==> src/rtl/dapsk_pkg.sv <==
package dapsk_pkg;
  localparam int SOFT_W = 8;
  localparam int MAG_W  = SOFT_W - 1;
  localparam int SOFT_LIM = (1 << MAG_W) - 1;
  localparam int NUM_BITS = 4;

  typedef logic signed [SOFT_W-1:0] soft_t;
  typedef logic [MAG_W-1:0]         mag_t;

  // symmetric saturation to +/- SOFT_LIM
  function automatic soft_t sat_soft(input logic signed [31:0] v);
    if (v > SOFT_LIM)       return soft_t'(SOFT_LIM);
    else if (v < -SOFT_LIM) return soft_t'(-SOFT_LIM);
    else                    return soft_t'(v);
  endfunction
endpackage

==> src/rtl/dapsk_amp_soft.sv <==
module dapsk_amp_soft
  import dapsk_pkg::*;
#(
  parameter int RATIO_W    = 12,
  parameter int RATIO_FRAC = 8
) (
  input  logic [RATIO_W-1:0] ratio,
  output soft_t              soft_amp
);
  localparam int POS_W  = $clog2(RATIO_W);
  localparam int MANT_W = MAG_W;
  localparam int LOG_W  = RATIO_W + MANT_W + 2;
  localparam int ONE    = 1 << MANT_W;

  logic [POS_W-1:0]         lead;
  logic                     found;
  logic [POS_W-1:0]         shamt;
  logic [RATIO_W-1:0]       norm;
  logic [MANT_W-1:0]        mant;
  logic signed [LOG_W-1:0]  lg_int;
  logic signed [LOG_W-1:0]  lg;
  logic signed [LOG_W-1:0]  lg_mag;
  logic signed [LOG_W-1:0]  d3;

  // leading-one search: highest set bit wins
  always_comb begin
    lead  = '0;
    found = 1'b0;
    for (int i = 0; i < RATIO_W; i++) begin
      if (ratio[i]) begin
        lead  = POS_W'(i);
        found = 1'b1;
      end
    end
  end

  // piecewise-linear log2 and fold onto the +/-1 scale
  always_comb begin
    shamt  = POS_W'(RATIO_W - 1) - lead;
    norm   = ratio << shamt;
    mant   = norm[RATIO_W-2 -: MANT_W];
    lg_int = LOG_W'($signed({1'b0, lead})) - LOG_W'(RATIO_FRAC);
    lg     = (lg_int <<< MANT_W) + LOG_W'($signed({1'b0, mant}));
    lg_mag = (lg < 0) ? -lg : lg;
    d3     = LOG_W'(ONE) - (lg_mag <<< 1);
    soft_amp = found ? sat_soft(32'(d3)) : soft_t'(-SOFT_LIM);
  end
endmodule

==> src/rtl/dapsk_phase_soft.sv <==
module dapsk_phase_soft
  import dapsk_pkg::*;
#(
  parameter int ROT_COS = 118,
  parameter int ROT_SIN = 49
) (
  input  soft_t cos_v,
  input  soft_t sin_v,
  output soft_t soft_b,
  output soft_t soft_c,
  output soft_t soft_d
);
  localparam int PW = 2 * SOFT_W + 4;

  logic signed [PW-1:0] cx, sx, kc, ks;
  logic signed [PW-1:0] xr, yr, xs, ys, xa, ya, dd;

  always_comb begin
    cx = PW'(cos_v);
    sx = PW'(sin_v);
    kc = PW'(ROT_COS);
    ks = PW'(ROT_SIN);
    // counterclockwise rotation by a fixed angle
    xr = cx * kc - sx * ks;
    yr = cx * ks + sx * kc;
    xs = xr >>> MAG_W;
    ys = yr >>> MAG_W;
    xa = (xs < 0) ? -xs : xs;
    ya = (ys < 0) ? -ys : ys;
    dd = xa - ya;
    soft_d = sat_soft(32'(dd));
    soft_c = sat_soft(32'(cos_v));
    soft_b = sat_soft(32'(sin_v));
  end
endmodule

==> src/rtl/dapsk_slicer.sv <==
module dapsk_slicer
  import dapsk_pkg::*;
(
  input  soft_t soft_in,
  output logic  hard,
  output mag_t  mag
);
  always_comb begin
    hard = soft_in[SOFT_W-1];
    mag  = hard ? mag_t'(-soft_in) : mag_t'(soft_in);
  end
endmodule

==> src/rtl/dapsk_soft_demapper.sv <==
module dapsk_soft_demapper
  import dapsk_pkg::*;
#(
  parameter int RATIO_W    = 12,
  parameter int RATIO_FRAC = 8,
  parameter int ROT_COS    = 118,
  parameter int ROT_SIN    = 49
) (
  input  logic                     clk,
  input  logic                     rst_n,
  input  logic                     in_vld,
  input  logic [RATIO_W-1:0]       in_ratio,
  input  logic signed [SOFT_W-1:0] in_cos,
  input  logic signed [SOFT_W-1:0] in_sin,
  output logic                     out_vld,
  output logic signed [SOFT_W-1:0] soft_a,
  output logic signed [SOFT_W-1:0] soft_b,
  output logic signed [SOFT_W-1:0] soft_c,
  output logic signed [SOFT_W-1:0] soft_d,
  output logic [NUM_BITS-1:0]      hard_bits,
  output logic [MAG_W-1:0]         rel_a,
  output logic [MAG_W-1:0]         rel_b,
  output logic [MAG_W-1:0]         rel_c,
  output logic [MAG_W-1:0]         rel_d
);
  // reset: asserted asynchronously, released on a clock edge
  logic [1:0] rst_sync;
  logic       rst_int_n;

  always_ff @(posedge clk or negedge rst_n) begin
    if (!rst_n) rst_sync <= 2'b00;
    else        rst_sync <= {rst_sync[0], 1'b1};
  end
  assign rst_int_n = rst_sync[1];

  // index 3 = A, 2 = B, 1 = C, 0 = D
  soft_t raw [NUM_BITS];
  logic [NUM_BITS-1:0] hard_raw;
  mag_t  mag_raw [NUM_BITS];

  dapsk_amp_soft #(.RATIO_W(RATIO_W), .RATIO_FRAC(RATIO_FRAC)) u_amp (
    .ratio    (in_ratio),
    .soft_amp (raw[3])
  );

  dapsk_phase_soft #(.ROT_COS(ROT_COS), .ROT_SIN(ROT_SIN)) u_phase (
    .cos_v  (in_cos),
    .sin_v  (in_sin),
    .soft_b (raw[2]),
    .soft_c (raw[1]),
    .soft_d (raw[0])
  );

  for (genvar g = 0; g < NUM_BITS; g++) begin : g_slice
    dapsk_slicer u_slice (
      .soft_in (raw[g]),
      .hard    (hard_raw[g]),
      .mag     (mag_raw[g])
    );
  end

  // output register with explicit clock enable
  soft_t soft_q [NUM_BITS];
  soft_t soft_n [NUM_BITS];
  mag_t  mag_q  [NUM_BITS];
  mag_t  mag_n  [NUM_BITS];
  logic [NUM_BITS-1:0] hard_q, hard_n;
  logic vld_q, vld_n;

  always_comb begin
    vld_n = in_vld;
    for (int k = 0; k < NUM_BITS; k++) begin
      soft_n[k] = in_vld ? raw[k]     : soft_q[k];
      mag_n[k]  = in_vld ? mag_raw[k] : mag_q[k];
    end
    hard_n = in_vld ? hard_raw : hard_q;
  end

  always_ff @(posedge clk or negedge rst_int_n) begin
    if (!rst_int_n) begin
      vld_q  <= 1'b0;
      hard_q <= '0;
      for (int k = 0; k < NUM_BITS; k++) begin
        soft_q[k] <= '0;
        mag_q[k]  <= '0;
      end
    end else begin
      vld_q  <= vld_n;
      hard_q <= hard_n;
      for (int k = 0; k < NUM_BITS; k++) begin
        soft_q[k] <= soft_n[k];
        mag_q[k]  <= mag_n[k];
      end
    end
  end

  assign out_vld   = vld_q;
  assign soft_a    = soft_q[3];
  assign soft_b    = soft_q[2];
  assign soft_c    = soft_q[1];
  assign soft_d    = soft_q[0];
  assign hard_bits = hard_q;
  assign rel_a     = mag_q[3];
  assign rel_b     = mag_q[2];
  assign rel_c     = mag_q[1];
  assign rel_d     = mag_q[0];

  // ---------------- assertions ----------------
  assert_vld_follows_R1: assert property (@(posedge clk) disable iff (!rst_int_n)
    in_vld |=> out_vld);
  assert_vld_idle_R1: assert property (@(posedge clk) disable iff (!rst_int_n)
    !in_vld |=> !out_vld);
  assert_hold_R2: assert property (@(posedge clk) disable iff (!rst_int_n)
    !in_vld |=> ($stable(soft_a) && $stable(soft_b) && $stable(soft_c) &&
                 $stable(soft_d) && $stable(hard_bits)));
  assert_no_min_code_R5: assert property (@(posedge clk) disable iff (!rst_int_n)
    (soft_a != soft_t'(-SOFT_LIM - 1)) && (soft_b != soft_t'(-SOFT_LIM - 1)) &&
    (soft_c != soft_t'(-SOFT_LIM - 1)) && (soft_d != soft_t'(-SOFT_LIM - 1)));
  assert_hard_sign_R7: assert property (@(posedge clk) disable iff (!rst_int_n)
    hard_bits == {soft_a < 0, soft_b < 0, soft_c < 0, soft_d < 0});
  assert_rel_mag_R8: assert property (@(posedge clk) disable iff (!rst_int_n)
    (32'(rel_a) == ((soft_a < 0) ? -32'(soft_a) : 32'(soft_a))) &&
    (32'(rel_d) == ((soft_d < 0) ? -32'(soft_d) : 32'(soft_d))));
endmodule

==> config.mk <==
export PLATFORM = sky130hd
export DESIGN_NAME = dapsk_soft_demapper
export DESIGN_NICKNAME = d
export VERILOG_FILES = /design/src/rtl/dapsk_pkg.sv /design/src/rtl/dapsk_amp_soft.sv /design/src/rtl/dapsk_phase_soft.sv /design/src/rtl/dapsk_slicer.sv /design/src/rtl/dapsk_soft_demapper.sv
export SDC_FILE = /design/constraint.sdc
export NUM_CORES = 1
export LEC_CHECK = 0
export ABC_AREA = 1
export CAP_MARGIN = 30
export CORE_MARGIN = 10
export CORE_UTILIZATION = 35
export CTS_BUF_LIST = sky130_fd_sc_hd__clkbuf_8
export DETAILED_ROUTE_END_ITERATION = 8
export PLACE_DENSITY = 0.58
export SYNTH_ARGS = -nofsm -noshare
export SYNTH_HDL_FRONTEND = slang
export SYNTH_SLANG_ARGS = --single-unit
==> constraint.sdc <==
create_clock -name clk -period 4.9 [get_ports clk]
set_input_delay 0.98 -clock clk [delete_from_list [all_inputs] [get_ports clk]]
set_output_delay 0.98 -clock clk [all_outputs]
set_load 0.005 [all_outputs]
After elaboration in Yosys (flattened, before gate mapping):

Cells that the tools add are included.

* logic and storage cells: 80
* output and inout bits: 65
* bits in registers: 67
* bits of input ports: 31

* shift operators: 1
* order comparisons: 11
* add/subtract/negate cells: 14
* multiplexer cells: 39
* multipliers: 4

Operators by type and width (count)
* 8-bit two-way mux: 9
* 8-bit by 7-bit multiplier with 15-bit output (second input constant): 4
* 20-bit two-way mux: 3
* 4-bit two-way mux: 10
* 13-bit negation with 20-bit output: 2
* 7-bit two-way mux: 4
* 7-bit negation: 4
* 13-bit by 1-bit < comparator with 1-bit output (second input constant): 2
* 21-bit by 8-bit > comparator with 1-bit output (second input constant): 1
* 21-bit by 1-bit < comparator with 1-bit output (second input constant): 1
* 21-bit by 8-bit < comparator with 1-bit output (second input constant): 1
* 9-bit by 21-bit subtractor with 21-bit output (first input constant): 1
* 20-bit by 8-bit > comparator with 1-bit output (second input constant): 1
* 20-bit by 8-bit < comparator with 1-bit output (second input constant): 1
* 20-bit negation: 1
* 20-bit subtractor: 1
* 15-bit by 16-bit adder with 17-bit output: 1
* 16-bit by 15-bit subtractor with 17-bit output: 1
* 8-bit > comparator (second input constant): 2
* 8-bit < comparator (second input constant): 2
* 12-bit by 8-bit adder with 13-bit output: 1
* 1-bit two-way mux: 13
* 12-bit by 4-bit left shift with 11-bit output: 1
* 4-bit by 4-bit subtractor with 5-bit output (second input constant): 1
* 4-bit subtractor (first input constant): 1

Depth between registers and ports, before layout:

* depth in word-level cells: 23
* gate-level depth with buffers: 67
* depth with buffers taken out: 67

Modules after synthesis:

A second synthesis with hierarchy kept.

* cells, all modules: 1963
* area total of the unflattened synthesis: 12992.5 µm²

By module, submodules not included
* dapsk_phase_soft: times used 1, seq. area each 0.0 µm², area an instance 8433.1 µm², cells an instance 1276
* dapsk_soft_demapper: times used 1, seq. area each 1676.6 µm², area an instance 2524.9 µm², cells an instance 274
* dapsk_amp_soft: times used 1, seq. area each 0.0 µm², area an instance 1283.7 µm², cells an instance 261
* dapsk_slicer: times used 4, seq. area each 0.0 µm², area an instance 187.7 µm², cells an instance 38

Worst setup path before layout:

No wires, ideal clock.

* kind: input-to-reg
* start point: in in_cos[0]
* end point: reg mag_q, in the netlist rel_d[6]
* path buffers: 0
* arrival time: 10028 ps
* library setup time: 124 ps
* cell stages on the path: 59
* path slack: -5252 ps
* cells stage by stage: inv_1 > ha_1 > ha_1 > inv_1 > fa_1 > fa_1 > inv_1 > ha_1 > a21oi_1 > o21ai_1 > xor2_1 > ha_1 > ha_1 > inv_1 > fa_1 > fa_1 > ha_1 > nand2_1 > (+23 left out) > o2111ai_1 > a21boi_1 > o21ai_1 > a21oi_1 > o21bai_1 > xor2_1 > nand2_1 > nor2_1 > o2111ai_1 > nand3_2 > a21oi_1 > inv_1 > ha_1 > inv_1 > nor3_2 > nand3_1 > nand2_1 > nand3_1

* longest elaborated chain between the ends: 10

Ends and longest elaborated chain
* from (decl): RTL line dapsk_soft_demapper.sv:13 `input logic signed [SOFT_W-1:0] in_cos,`
* 8-bit by 7-bit multiplier with 15-bit output (on tied branches): RTL line dapsk_phase_soft.sv:24, dapsk_phase_soft.sv:25
* 16-bit by 15-bit subtractor with 17-bit output / 15-bit by 16-bit adder with 17-bit output (equally long branches): RTL line dapsk_phase_soft.sv:24, dapsk_phase_soft.sv:25
* 13-bit negation with 20-bit output (tied with other cells): RTL line dapsk_phase_soft.sv:28 `xa = (xs < 0) ? -xs : xs;`
* 20-bit two-way mux (on tied branches): RTL line dapsk_phase_soft.sv:28, dapsk_phase_soft.sv:29
* 20-bit subtractor (*): RTL line dapsk_phase_soft.sv:30 `dd = xa - ya;`
* 20-bit by 8-bit < comparator with 1-bit output: RTL line dapsk_pkg.sv:13 `else if (v < -SOFT_LIM) return soft_t'(-SOFT_LIM);`
* 8-bit two-way mux: RTL line dapsk_pkg.sv:13
* 8-bit two-way mux (*): RTL line dapsk_pkg.sv:12 `if (v > SOFT_LIM) return soft_t'(SOFT_LIM);`
* 7-bit negation: RTL line dapsk_slicer.sv:10 `mag = hard ? mag_t'(-soft_in) : mag_t'(soft_in);`
* 7-bit two-way mux (*): RTL line dapsk_slicer.sv:10
* to (signal, indexed assignment): RTL line dapsk_soft_demapper.sv:92 `mag_q[k] <= mag_n[k];`
* to (decl): RTL line dapsk_soft_demapper.sv:65 `mag_t mag_q [NUM_BITS];`

Every way passes the cells marked *; elsewhere a longest branch is shown, timed or not.
A chain may end at the register's enable or synchronous reset.

Worst setup path after layout:

* start point: in in_cos[1]
* end point: reg mag_q, in the netlist rel_d[5]

Same word-level chain as after synthesis.

==> impl_metrics.json <==
{
  "cts_tree": "yes",
  "routedWlPerCell_um": 13.70,
  "gr-usage-all-layers_pct": 15.64,
  "synth_area_mm2": 0.01082,
  "syn_inst": 1438,
  "grtUsageMet1_pct": 20.07,
  "max_freq_mhz": 99.26,
  "io_buffers": 95,
  "hp-class": "reg -> reg",
  "final_hold_viol_count": 0,
  "ys_seq_area_share_pct": 13.65,
  "core_area_mm2": 0.03051,
  "status": "complete, but fails checks",
  "layout-drive-gt1-share_pct": 34.10,
  "root_buffer": "clkbuf_8",
  "setup_violations": 14,
  "finalWeightedCongestion": 0.8816,
  "cts_made_buffers": 9,
  "utilization_pct": 53.26,
  "slowest_stage": "fa_1",
  "crit_family": "adder cells",
  "worstSkewPairLatency_ns": 0.35,
  "synth.area.top_cells": "ha_1, dfrtp_1, fa_1, nand2_1, inv_1",
  "antennaDiodeCount": 0,
  "setup_ws_ns": -5.174,
  "rsz0062_at_grt": "yes",
  "io_pins": 96,
  "clock_path_buffers": 2,
  "dieArea_mm2": 0.03834,
  "crit_type": "in -> reg",
  "critPathRequiredTime_ns": 5.15,
  "htreeDepth": 3,
  "fin_crit_sh_pct": 205.6,
  "skew_ns": 0.01288,
  "grt_pass1_vias": 10570,
  "maxSlewViolCount": 0,
  "violations": "setup timing",
  "routed_via_density": 4.647,
  "start_util_pct": 35.46,
  "use_met3_pct": 1.552,
  "clk_pin_slew_ns": 0.07,
  "synth-async-reset-ratio_pct": 100.0,
  "cp.arrival_ns": 10.32,
  "end_kind": "flip-flop",
  "critPathLaunchType": "primary input",
  "cpPeakStageDelay_ns": 0.55,
  "detail_route.first_pass.iterations": 5,
  "gr-max-usage-layer": "met2",
  "die_w_um": 195.8,
  "synth_top_cell_area_share_pct": 22.79,
  "antenna_left": 0,
  "rows": 64,
  "antenna_found_initial": 0,
  "grt_pass1_wl_mm": 50.71,
  "synth_seq_cells": 59,
  "slew_headroom_pct": 50.21,
  "layout.nets": 2167,
  "grt_max_degree": 58,
  "fp.dieH_um": 195.8,
  "overflow": 0,
  "synth_edf_count": 0,
  "cap_violations": 0,
  "tns_ns": -69.40,
  "routed_wl_mm": 31.11,
  "path_max_fanout": 3,
  "dp_hpwl_mm": 25.76,
  "yosys.area.top_type": "ha_1",
  "ys.flop_type": "dfrtp_1",
  "yosysWarnings": 0,
  "crit_buf_inv": 14,
  "vias": 10550,
  "syn2layout_area_growth_pct": 50.22,
  "grtUsageMet2_pct": 27.76,
  "fin_crit_ns": 10.07,
  "synth_cell_types": 47,
  "drt-initial-drc-count": 384,
  "tightest_slew_ns": 0.7458,
  "cts.sinks": 59,
  "syn_avg_cell_area_um2": 7.523,
  "remaining_drc_errors": 0,
  "crit_top_cell": "buf_4"
}
## kinds of logic (layout without fill, tap and decap cells)
group           count (synthesis)  after routing  synth area share, %
xor+xnor                       90             90                7.356
other cells                     2             19              0.06942
buf+inv                       310            729                11.15
mux                             1              1              0.09253
compound gates                163            163                8.455
simple gates                  546            546                23.49
flops                          59             59                13.65
fa+ha+maj                     267            267                35.74
## per-layer routing
metal  up-vias  routed length (um)
met3        28                 860
met1      5001               14320
met2       132               15500
li1       5387                   -
met4         0                 430
met5         -                   0
## sequential cells by signal (all words and copies together) (netlist names)
signal,flops
out_vld,1
soft_c,7
hard_bits,4
rst_sync,2
soft_b,6
rel_a,7
rel_b,7
rel_d,6
soft_d,7
soft_a,6
rel_c,6
## final cells by class
class | count | area [um2]
clock buffer | 11 | 151.4
clock inverter | 5 | 83.83
fill | 2803 | 14260
inverter | 284 | 1095
multi-input combinational | 1086 | 9412
sequential | 59 | 1478
tap | 396 | 495.5
timing repair buffer | 429 | 3536
## cell usage after synthesis, types with 4 or more instances
library cell,number
nand3b_1,5
nor2_4,6
o21ai_1,8
nor2_1,84
a31oi_1,4
xor2_1,65
or2_2,5
xnor2_1,24
buf_1,5
dfrtp_1,59
nand2_2,29
a21o_1,6
fa_1,70
o21ai_0,47
buf_2,4
inv_1,272
nor3_1,11
a21oi_1,73
nand3_2,12
inv_2,11
nor4_1,4
nand2_1,281
nor2_2,8
ha_1,197
o21bai_1,11
nand3_1,78
nand4_1,12
clkbuf_1,8
buf_4,8
nand2_4,5
## final timing paths
kind	from	endpoint	slack [ns]	cells past startpoint
min	rst_sync[0]$_DFF_PN0_	rst_sync[1]$_DFF_PN0_	0.35	0
min in group asynchronous	rst_sync[1]$_DFF_PN0_	rel_a[4]$_DFFE_PN0P_	0.42	1
max reg2reg	rst_sync[1]$_DFF_PN0_	soft_b[5]$_DFFE_PN0P_	4.00	1
min reg2reg	rst_sync[0]$_DFF_PN0_	rst_sync[1]$_DFF_PN0_	0.35	0
max in group asynchronous	rst_n	rst_sync[1]$_DFF_PN0_	3.99	1
max	in_cos[1]	rel_d[5]$_DFFE_PN0P_	-5.17	56
## metrics by stage
step / instance area, um2 / hold WS (ns) / setup WS [ns] / std cells
after floorplan: 11190 / 0.3312 / -4.813 / 1455
after global placement: 14550 / 0.3394 / -6.001 / 2194
after detailed placement: 14550 / 0.3468 / -6.199 / 2194
after CTS: 15400 / 0.3624 / -5.152 / 2248
after global routing: 16250 / 0.3668 / -5.703 / 2270
final: 16250 / 0.3544 / -5.174 / 2270
## placed cells by master, fill, tap and decap left out, types with 5 or more instances in the layout
master           count
fa_1                69
inv_2               32
nand3_1             71
clkdlybuf4s50_1     76
nand3_4              6
nor3_1               7
nand2_1            241
a21oi_1             54
dfrtp_1             58
xnor2_1             20
xor2_2               9
nand3_2             15
o21bai_1             7
nand3b_1             5
nor2_1              68
ha_4                37
buf_6               23
inv_1              242
nor2_4              12
o21ai_1             11
a21oi_4              5
nand2_4             17
a21o_1               6
a21oi_2             18
ha_1               156
nor2_2              18
o21ai_0             38
xor2_1              55
clkbuf_8            11
buf_4              313
nand4_1             12
nand2_2             56
inv_4                7
conb_1              19
## what timing repair did
| item | CTS | global route |
|---|---|---|
| gates resized for setup | 130 | 160 |
| hold buffers | 0 | 0 |
| pin swaps | 104 | 122 |
| endpoints found under the setup margin | 14 | 24 |
| gates cloned | 0 | 0 |
| buffers inserted | 38 | 25 |
Power is left out: the tool's default activity adds up to more than one toggle a clock period on the data nets, which glitch-free logic cannot reach.
